## config.mk

```make
export PLATFORM = sky130hd
export DESIGN_NAME = drd_role_seq
export DESIGN_NICKNAME = d
export VERILOG_FILES = /design/src/rtl/drd_role_pkg.sv /design/src/rtl/drd_cycle_timer.sv /design/src/rtl/drd_role_fsm.sv /design/src/rtl/drd_role_outs.sv /design/src/rtl/drd_role_seq.sv
export SDC_FILE = /design/constraint.sdc
export NUM_CORES = 1
export LEC_CHECK = 0
export BUFFER_PORTS_ARGS = -buffer_cell sky130_fd_sc_hd__buf_4
export CELL_PAD_IN_SITES_DETAIL_PLACEMENT = 1
export CELL_PAD_IN_SITES_GLOBAL_PLACEMENT = 1
export CORE_MARGIN = 4
export CORE_UTILIZATION = 42
export CTS_CLUSTER_DIAMETER = 30
export CTS_CLUSTER_SIZE = 10
export DETAILED_ROUTE_END_ITERATION = 6
export PLACE_DENSITY = 0.87
export SYNTH_ARGS = -nofsm -noshare
export SYNTH_HDL_FRONTEND = slang
export SYNTH_SLANG_ARGS = --single-unit
```

## constraint.sdc

```tcl
create_clock -name clk -period 4.8 [get_ports clk]
set_input_delay 0.72 -clock clk [delete_from_list [all_inputs] [get_ports clk]]
set_output_delay 0.72 -clock clk [all_outputs]
set_load 0.005 [all_outputs]
```

## src/rtl/drd_role_pkg.sv

```systemverilog
package drd_role_pkg;
  typedef enum logic [2:0] {
    ST_DETACHED = 3'd0,
    ST_HOST     = 3'd1,
    ST_DEVICE   = 3'd2,
    ST_PREP     = 3'd3,
    ST_COMMIT   = 3'd4,
    ST_PROBE    = 3'd5,
    ST_RECOVER  = 3'd6
  } port_state_e;

  function automatic logic is_active(port_state_e s);
    return (s == ST_HOST) || (s == ST_DEVICE);
  endfunction
endpackage

```

## src/rtl/drd_cycle_timer.sv

```systemverilog
module drd_cycle_timer #(
  parameter int TW = 8
) (
  input  logic          clk,
  input  logic          rst,
  input  logic          clear_i,
  input  logic [TW-1:0] limit_i,
  output logic          expired_o
);
  localparam logic [TW-1:0] CNT_MAX = {TW{1'b1}};

  logic [TW-1:0] cnt_q;

  always_ff @(posedge clk) begin
    if (rst || clear_i) begin
      cnt_q <= '0;
    end else if (cnt_q != CNT_MAX) begin
      cnt_q <= cnt_q + 1'b1;
    end
  end

  assign expired_o = (cnt_q == limit_i);
endmodule

```

## src/rtl/drd_role_fsm.sv

```systemverilog
module drd_role_fsm
  import drd_role_pkg::*;
(
  input  logic        clk,
  input  logic        rst,
  input  logic        attach_i,
  input  logic        role_req_i,
  input  logic        req_host_i,
  input  logic        drain_done_i,
  input  logic        commit_done_i,
  input  logic        probe_pass_i,
  input  logic        probe_fail_i,
  input  logic        expired_i,
  output port_state_e cur_o,
  output port_state_e nxt_o,
  output logic        tgt_host_o,
  output logic        swap_ok_o
);
  port_state_e cur_q, nxt;
  logic        attach_q;
  logic        tgt_q, tgt_d;
  logic        ok_q, ok_d;
  logic        attach_evt;

  assign attach_evt = attach_i && !attach_q;

  always_comb begin
    nxt   = cur_q;
    tgt_d = tgt_q;
    ok_d  = ok_q;
    if (!attach_i) begin
      nxt = ST_DETACHED;
    end else begin
      unique case (cur_q)
        ST_DETACHED: if (attach_evt) nxt = req_host_i ? ST_HOST : ST_DEVICE;
        ST_HOST: if (role_req_i && !req_host_i) begin
          nxt   = ST_PREP;
          tgt_d = 1'b0;
        end
        ST_DEVICE: if (role_req_i && req_host_i) begin
          nxt   = ST_PREP;
          tgt_d = 1'b1;
        end
        ST_PREP: begin
          if (drain_done_i)   nxt = ST_COMMIT;
          else if (expired_i) nxt = ST_RECOVER;
        end
        ST_COMMIT: if (commit_done_i) nxt = ST_PROBE;
        ST_PROBE: begin
          if (probe_pass_i) begin
            nxt  = tgt_q ? ST_HOST : ST_DEVICE;
            ok_d = 1'b1;
          end else if (probe_fail_i || expired_i) begin
            nxt  = ST_RECOVER;
            ok_d = 1'b0;
          end
        end
        ST_RECOVER: if (expired_i) nxt = ST_DETACHED;
        default: nxt = ST_DETACHED;
      endcase
    end
  end

  always_ff @(posedge clk) begin
    if (rst) begin
      cur_q    <= ST_DETACHED;
      attach_q <= 1'b0;
      tgt_q    <= 1'b0;
      ok_q     <= 1'b0;
    end else begin
      cur_q    <= nxt;
      attach_q <= attach_i;
      tgt_q    <= tgt_d;
      ok_q     <= ok_d;
    end
  end

  assign cur_o      = cur_q;
  assign nxt_o      = nxt;
  assign tgt_host_o = tgt_q;
  assign swap_ok_o  = ok_q;
endmodule

```

## src/rtl/drd_role_outs.sv

```systemverilog
module drd_role_outs
  import drd_role_pkg::*;
#(
  parameter int HOST_EN_W = 3
) (
  input  logic                 clk,
  input  logic                 rst,
  input  port_state_e          cur_i,
  input  port_state_e          nxt_i,
  input  logic                 tgt_host_i,
  output logic                 admit_o,
  output logic                 drain_req_o,
  output logic                 role_host_o,
  output logic                 ctx_reinit_o,
  output logic                 probe_start_o,
  output logic [HOST_EN_W-1:0] host_en_o
);
  logic role_d;

  always_comb begin
    role_d = role_host_o;
    unique case (nxt_i)
      ST_HOST:                 role_d = 1'b1;
      ST_DEVICE,
      ST_DETACHED,
      ST_RECOVER:              role_d = 1'b0;
      ST_COMMIT: if (cur_i != ST_COMMIT) role_d = tgt_host_i;
      default:                 role_d = role_host_o;
    endcase
  end

  always_ff @(posedge clk) begin
    if (rst) begin
      admit_o       <= 1'b0;
      drain_req_o   <= 1'b0;
      role_host_o   <= 1'b0;
      ctx_reinit_o  <= 1'b0;
      probe_start_o <= 1'b0;
    end else begin
      admit_o       <= is_active(nxt_i);
      drain_req_o   <= (nxt_i == ST_PREP);
      role_host_o   <= role_d;
      ctx_reinit_o  <= (nxt_i == ST_COMMIT) && (cur_i != ST_COMMIT);
      probe_start_o <= (nxt_i == ST_PROBE) && (cur_i != ST_PROBE);
    end
  end

  for (genvar g = 0; g < HOST_EN_W; g++) begin : g_host_en
    always_ff @(posedge clk) begin
      if (rst) host_en_o[g] <= 1'b0;
      else     host_en_o[g] <= (nxt_i == ST_HOST);
    end
  end
endmodule

```

## src/rtl/drd_role_seq.sv

```systemverilog
module drd_role_seq
  import drd_role_pkg::*;
#(
  parameter int TW         = 8,
  parameter int REC_CYCLES = 3
) (
  input  logic          clk,
  input  logic          rst,
  input  logic          attach_i,
  input  logic          role_req_i,
  input  logic          req_host_i,
  input  logic          drain_done_i,
  input  logic          commit_done_i,
  input  logic          probe_pass_i,
  input  logic          probe_fail_i,
  input  logic [TW-1:0] prep_limit_i,
  input  logic [TW-1:0] probe_limit_i,
  output logic          admit_o,
  output logic          drain_req_o,
  output logic          role_host_o,
  output logic          ctx_reinit_o,
  output logic          probe_start_o,
  output logic          sof_en_o,
  output logic          port_rst_en_o,
  output logic          addr_en_o,
  output logic [2:0]    state_o,
  output logic          swap_ok_o
);
  localparam logic [TW-1:0] REC_LIM   = TW'(REC_CYCLES);
  localparam int            HOST_EN_W = 3;

  port_state_e          cur, nxt;
  logic                 tgt_host, expired;
  logic [TW-1:0]        limit;
  logic [HOST_EN_W-1:0] host_en;

  always_comb begin
    unique case (cur)
      ST_PREP:  limit = prep_limit_i;
      ST_PROBE: limit = probe_limit_i;
      default:  limit = REC_LIM;
    endcase
  end

  drd_cycle_timer #(.TW(TW)) u_timer (
    .clk       (clk),
    .rst       (rst),
    .clear_i   (nxt != cur),
    .limit_i   (limit),
    .expired_o (expired)
  );

  drd_role_fsm u_fsm (
    .clk           (clk),
    .rst           (rst),
    .attach_i      (attach_i),
    .role_req_i    (role_req_i),
    .req_host_i    (req_host_i),
    .drain_done_i  (drain_done_i),
    .commit_done_i (commit_done_i),
    .probe_pass_i  (probe_pass_i),
    .probe_fail_i  (probe_fail_i),
    .expired_i     (expired),
    .cur_o         (cur),
    .nxt_o         (nxt),
    .tgt_host_o    (tgt_host),
    .swap_ok_o     (swap_ok_o)
  );

  drd_role_outs #(.HOST_EN_W(HOST_EN_W)) u_outs (
    .clk           (clk),
    .rst           (rst),
    .cur_i         (cur),
    .nxt_i         (nxt),
    .tgt_host_i    (tgt_host),
    .admit_o       (admit_o),
    .drain_req_o   (drain_req_o),
    .role_host_o   (role_host_o),
    .ctx_reinit_o  (ctx_reinit_o),
    .probe_start_o (probe_start_o),
    .host_en_o     (host_en)
  );

  assign sof_en_o      = host_en[0];
  assign port_rst_en_o = host_en[1];
  assign addr_en_o     = host_en[2];
  assign state_o       = cur;
endmodule

```

# Word-level counts from Yosys, hierarchy flattened
# Cells that the tools add are included.
# word_totals
word_cells	72
reg_bits	20
# classes
n_mux	21
n_eq_ne	20
reduce_logical	19
add_sub_neg	1
# op_table
op	count
$mux W3	10
$pmux W3 S7	1
$eq A3 B3 Y1 const B	6
$pmux W8 S2	1
$eq A3 B2 Y1 const B	4
$add A8 B1 Y8 const B	1
$eq A8 B8 Y1	1
$ne A8 B8 Y1 const B	1
$eq A3 B1 Y1 const B	2
$logic_not A3 Y1	2
$ne A3 B3 Y1 const B	2
$logic_and A1 B1 Y1	5
$mux W1	5
$mux W2	2
$ne A2 B1 Y1 const B	2
$reduce_and A4 Y1	1
$reduce_bool A2 Y1	2
$logic_or A1 B1 Y1	3
$ne A3 B3 Y1	1
$pmux W1 S3	1
$reduce_and A3 Y1	1
$reduce_bool A3 Y1	1
$reduce_or A3 Y1	1
$logic_not A1 Y1	2
3 further kinds	3

# Longest topological paths before layout
# logic_depth
word_depth	12
depth_mapped	10
mapped_depth_nobuf	7

# By module
# Synthesis repeated with hierarchy kept, for this count alone.
# hier_totals
hier_cells	161
hier_area_um2	1356.3
# by_module_without_submodules
mod	cells_each	area_each_um2	n_inst
drd_cycle_timer	55	474.2	1
drd_role_fsm	54	399.1	1
drd_role_outs	22	254.0	1
drd_role_seq	30	229.0	1

# Worst setup path after synthesis
# No wires, ideal clock.
# synth_timing
path_kind	input to register
startpoint	in probe_limit_i[6]
endpoint	reg u_timer.cnt_q[0]
cell_stages	8
arrival_ns	2.934
setup_ns	0.142
path_buffers	1
slack_ns	1.724
path_cell_list	nand4b_1 > and3_1 > or4_4 > or4_4 > buf_6 > a221oi_4 > o31a_2 > nor4_1
# synth_between
elab_chain_cells	9
word_cells_on_any_way	12
# synth_rtl
item	line_no	source
from (decl)	drd_role_seq.sv:17	input logic [TW-1:0] probe_limit_i,
$pmux W8 S2 *	drd_role_seq.sv:38	unique case (cur)
$eq A8 B8 Y1 *	drd_cycle_timer.sv:22	assign expired_o = (cnt_q == limit_i);
$logic_or A1 B1 Y1	drd_role_fsm.sv:53	end else if (probe_fail_i || expired_i) begin
$mux W3	drd_role_fsm.sv:53	
$mux W3	drd_role_fsm.sv:50	if (probe_pass_i) begin
$pmux W3 S7 *	drd_role_fsm.sv:34	unique case (cur_q)
$mux W3 *	drd_role_fsm.sv:31	if (!attach_i) begin
$ne A3 B3 Y1 *	drd_role_seq.sv:48	.clear_i (nxt != cur),
$logic_or A1 B1 Y1 *	drd_cycle_timer.sv:15	if (rst || clear_i) begin
to (signal assigned)	drd_cycle_timer.sv:18	cnt_q <= cnt_q + 1'b1;
to (decl)	drd_cycle_timer.sv:12	logic [TW-1:0] cnt_q;
# Every way passes the cells marked *; elsewhere a longest branch is shown, timed or not.
# A chain may end at the register's enable or synchronous reset.

# Final worst setup path
# layout_timing
startpoint	reg u_fsm.cur_q[1], in the netlist u_fsm.cur_o[1]
endpoint	reg u_timer.cnt_q[4]
# layout_between
elab_chain_cells	10
word_cells_on_any_way	23
# layout_rtl
item	line_no	source
from (decl)	drd_role_fsm.sv:19	port_state_e cur_q, nxt;
from (signal assigned)	drd_role_fsm.sv:71	cur_q <= nxt;
$eq A3 B3 Y1 or $eq A3 B2 Y1 (tied branches)	drd_role_fsm.sv:34, drd_role_seq.sv:38	
$pmux W8 S2	drd_role_seq.sv:38	
$eq A8 B8 Y1	drd_cycle_timer.sv:22	
$logic_or A1 B1 Y1	drd_role_fsm.sv:53	
$mux W3	drd_role_fsm.sv:53	
$mux W3	drd_role_fsm.sv:50	
$pmux W3 S7	drd_role_fsm.sv:34	
$mux W3	drd_role_fsm.sv:31	
$ne A3 B3 Y1 *	drd_role_seq.sv:48	
$logic_or A1 B1 Y1 *	drd_cycle_timer.sv:15	
# Marks and branches as above.

==> metrics.log <==
[metrics] multiplexer fraction of the synthesized cell area: under 10%
[metrics] adder-cell share of the synthesized area: less than 1%
[metrics] area growth from synthesis to final layout: 18.5%
[metrics] Max stage delay cell, worst path: dfxtp_1
[metrics] maximum number of pins on one net before global-route repair: 31
[metrics] Setup TNS: 0 ns
[metrics] type of the worst setup path: reg2reg
[metrics] initial cell density of the core: between 40 and 50%
[metrics] placed standard-cell area: about 1800 µm²
[metrics] clock buffer depth: 2
[metrics] Relative slew margins: 36.7%
[metrics] CP max stage delay: approximately 0.96 ns
[metrics] share of synthesized area occupied by flip-flops and latches: 26.4%
[metrics] Synth Area in Simple Gates: between 30% and 40%
[metrics] share of final-layout standard cells stronger than drive strength 1: between 20 and 30%
[metrics] routed length per instance: about 18 µm
[metrics] first-pass GRT wire length: approximately 7.4 mm
[metrics] maximum fanout along the worst path: 29
[metrics] antenna diode instance count: 0
[metrics] drt drc: 0
[metrics] count of max-cap constraint violations: 0
[metrics] leakage dissipation: 0.000685 µW
[metrics] number of top-level pins: 37
[metrics] Layout Nets: about 230
[metrics] worst hold-check path type: reg2reg
[metrics] height of the die: approximately 68 µm
[metrics] Mapped Nets: between 200 and 250
[metrics] total power per unit cell area: approximately 210 nW/µm²
[metrics] type of origin of the critical path: register
[metrics] proportion of register bits with asynchronous set or reset after synthesis: 0%
[metrics] portion of synthesized cell area occupied by the leading cell type: approximately a quarter
[metrics] crit-path leading delay family: simple AND/OR/NAND/NOR gates
[metrics] critical path data required time: 5.01 ns
[metrics] count of input and output buffers: 36
[metrics] total half-perimeter wirelength after legalization and detailed placement: about 3.7 mm
[metrics] initial antenna violation count: 0
[metrics] setup repair after global routing missed its margin: false
[metrics] Most used DFF post-synth: dfxtp_1
[metrics] drt initial violations: 78
[metrics] minimum clock period after layout: between 3 and 4 ns
[metrics] remaining antenna violation count after routing: 0
[metrics] TritonCTS clock tree: built
[metrics] share of the synthesized area in compound gates (AO/OA/AOI/OAI): 24.5%
[metrics] global placement routability congestion: roughly 0.88
[metrics] skew final: 0.00824 ns
[metrics] final routed wirelength across all metal layers: 4.66 mm
[metrics] status: completed
[metrics] via count of the routed design: about 1,600
[metrics] hold_buf cts: 0
[metrics] area of the die: 4640 µm²
[metrics] die boundary width: roughly 70 µm
[metrics] type of destination of the critical path: register
[metrics] GRT Residual Overflow: 0
[metrics] cells along the critical path: nand4b_1, and3_1, or4_4, or4_4, a221oi_4, a211oi_4, nor4_1
[metrics] via count of the first global-routing pass: roughly 1,600
[metrics] Vias per Instance: approximately 6
[metrics] Final Slew Violations: 0
[metrics] overall fraction of global-route tracks in use: about a fifth
[metrics] Core Rows: 21
[metrics] peak supply drop: 0.000102 V
[metrics] synthesized flop and latch total: 20
[metrics] Yosys warning total: 0
[metrics] Clock transition at path regs: ~0.12 ns
[metrics] number of instances in the synthesized netlist: 181
[metrics] WP buf/inv: 0
[metrics] number of enable-type register cells in the synthesized netlist: 0
[metrics] area of the core region: 3420 µm²
[metrics] Crit path top cell by count: or4_4
[metrics] number of distinct library cell variants in the gate-level netlist after synthesis: 55
[metrics] final critical-path share of the clock period: ~77%
[metrics] transition time of the tightest slew-check pin: around 0.95 ns
[metrics] area of the mapped netlist: approximately 1500 µm²
[metrics] buffers inserted during post-CTS setup optimization: 0
[metrics] Post-CTS Resized: 0
[metrics] total clock buffers created by CTS: 3
[metrics] synthesized area per cell: ~8.4 µm²
[metrics] number of H-tree levels: 1
[metrics] CTS Root Buffer Type: clkbuf_4
[metrics] final hold violations: 0
[metrics] Initial DRT Pass Iterations: 4
[metrics] clock sinks: 20
[metrics] peak clock frequency supported by timing: around 270 MHz
[metrics] cell area after layout: ~1800 µm²
[metrics] top post-synthesis cells by area: dfxtp_1, nand3b_1, nand4b_1, nor4_1, nor2_1
[metrics] XOR/XNOR Fraction of Synth Area: between 2 and 3%
[metrics] final setup violation count: 0
[metrics] later-pin clock latency in the skew report: roughly 0.31 ns
[metrics] dominant combinational cell family by area after synthesis: simple AND/OR/NAND/NOR gates
[metrics] Arrival @ worst endpoint: 3.89 ns
[metrics] dominant cell type by area after synthesis: dfxtp_1
## cell usage in the layout (no fill, tap or decap), drive strengths merged, types with 3 or more instances in the layout
cell / n
a21oi: 7
nor4: 8
and2: 3
and3: 4
nand4b: 6
inv: 4
mux2i: 3
a211oi: 3
nand2b: 4
o221ai: 4
nand3b: 7
nand4: 5
buf: 36
nor3: 4
nand2: 11
nor2b: 3
a21o: 4
o21ai: 5
nand3: 7
xnor2: 3
dfxtp: 20
a211o: 4
nor2: 13
clkbuf: 4
## synthesized netlist by cell type, drive strengths merged (3+ instances only)
| cell | number |
|---|---|
| nand4b | 6 |
| o21ai | 5 |
| nor2b | 3 |
| o221ai | 4 |
| mux2i | 3 |
| nand3 | 7 |
| nor2 | 13 |
| inv | 4 |
| dfxtp | 20 |
| nand2b | 4 |
| a21o | 4 |
| nor4 | 8 |
| nand2 | 11 |
| a211o | 4 |
| buf | 11 |
| and2 | 3 |
| nor3 | 4 |
| a211oi | 3 |
| a21oi | 7 |
| clkbuf | 3 |
| nand4 | 5 |
| xnor2 | 3 |
| nand3b | 7 |
| and3 | 4 |
## sequential cells by signal, summed over array words and instances (netlist names)
register and count:
u_fsm.attach_q 1, u_fsm.cur_o 3, u_fsm.swap_ok_o 1, u_fsm.tgt_host_o 1, u_outs.admit_o 1, u_outs.ctx_reinit_o 1, u_outs.drain_req_o 1, u_outs.host_en_o 1
u_outs.probe_start_o 1, u_outs.role_host_o 1, u_timer.cnt_q 8
## cell type report
cell class	count	area, µm²
well taps	46	57.6
fillers	428	1620
multi-input cells	143	1020
inverters	4	15.0
clock buffers	4	36.3
flip-flops and latches	20	400
repair buffers	36	270
## worst paths after layout
kind | endpoint | depth (start not counted) | startpoint | slack (ns)
hold / removal | u_fsm.swap_ok_o$_SDFFE_PP0P_ | 2 | u_fsm.swap_ok_o$_SDFFE_PP0P_ | 0.49
setup / recovery | u_timer.cnt_q[4]$_SDFFE_PP0P_ | 7 | u_fsm.cur_o[1]$_SDFF_PP0_ | 1.12
setup reg to reg | u_timer.cnt_q[4]$_SDFFE_PP0P_ | 7 | u_fsm.cur_o[1]$_SDFF_PP0_ | 1.12
hold reg to reg | u_fsm.swap_ok_o$_SDFFE_PP0P_ | 2 | u_fsm.swap_ok_o$_SDFFE_PP0P_ | 0.49
## stage by stage
| step | total power (µW) | utilization, % | setup WS, ns | instances | hold slack, ns |
|---|---|---|---|---|---|
| detailed placement | 275 | 51.5 | 1.19 | 249 | 0.470 |
| CTS | 373 | 52.6 | 1.14 | 253 | 0.488 |
| global route | 389 | 52.6 | 0.837 | 253 | 0.546 |
| floorplan | 241 | - | 1.72 | 181 | 0.460 |
| global placement | 269 | 51.5 | 1.40 | 249 | 0.457 |
| finish | 372 | 52.6 | 1.12 | 253 | 0.488 |
## metal layers
| metal | part of all wire, % | GRT usage [%] |
|---|---|---|
| met1 | 45 | 25.9 |
| met2 | 50 | 36.7 |
| met3 | 4.2 | 4.27 |
| met4 | 0.94 | 6.20 |
| met5 | 0 | 0 |
## logic make-up after synthesis
| logic type | after synthesis |
|---|---|
| AOI/OAI and AO/OA | 45 |
| buffers and inverters | 18 |
| DFF | 20 |
| and+or+nand+nor | 89 |
| muxes | 3 |
| xor gates and xnor gates | 5 |
| adders and majority gates | 1 |
## power breakdown
group          switching (µW)  internal, µW  leakage (µW)
combinational            44.6          42.7      0.000502
clock                    53.6          46.3     0.0000210
sequential               12.8           172      0.000162
total                     111           261      0.000685
## tightest hold or removal path, cell delays in order (launching register included)
cell and delay (ns):
dfxtp_1 0.32, o21ai_0 0.07, a21oi_1 0.06
Power figures use the tool's default switching activity.
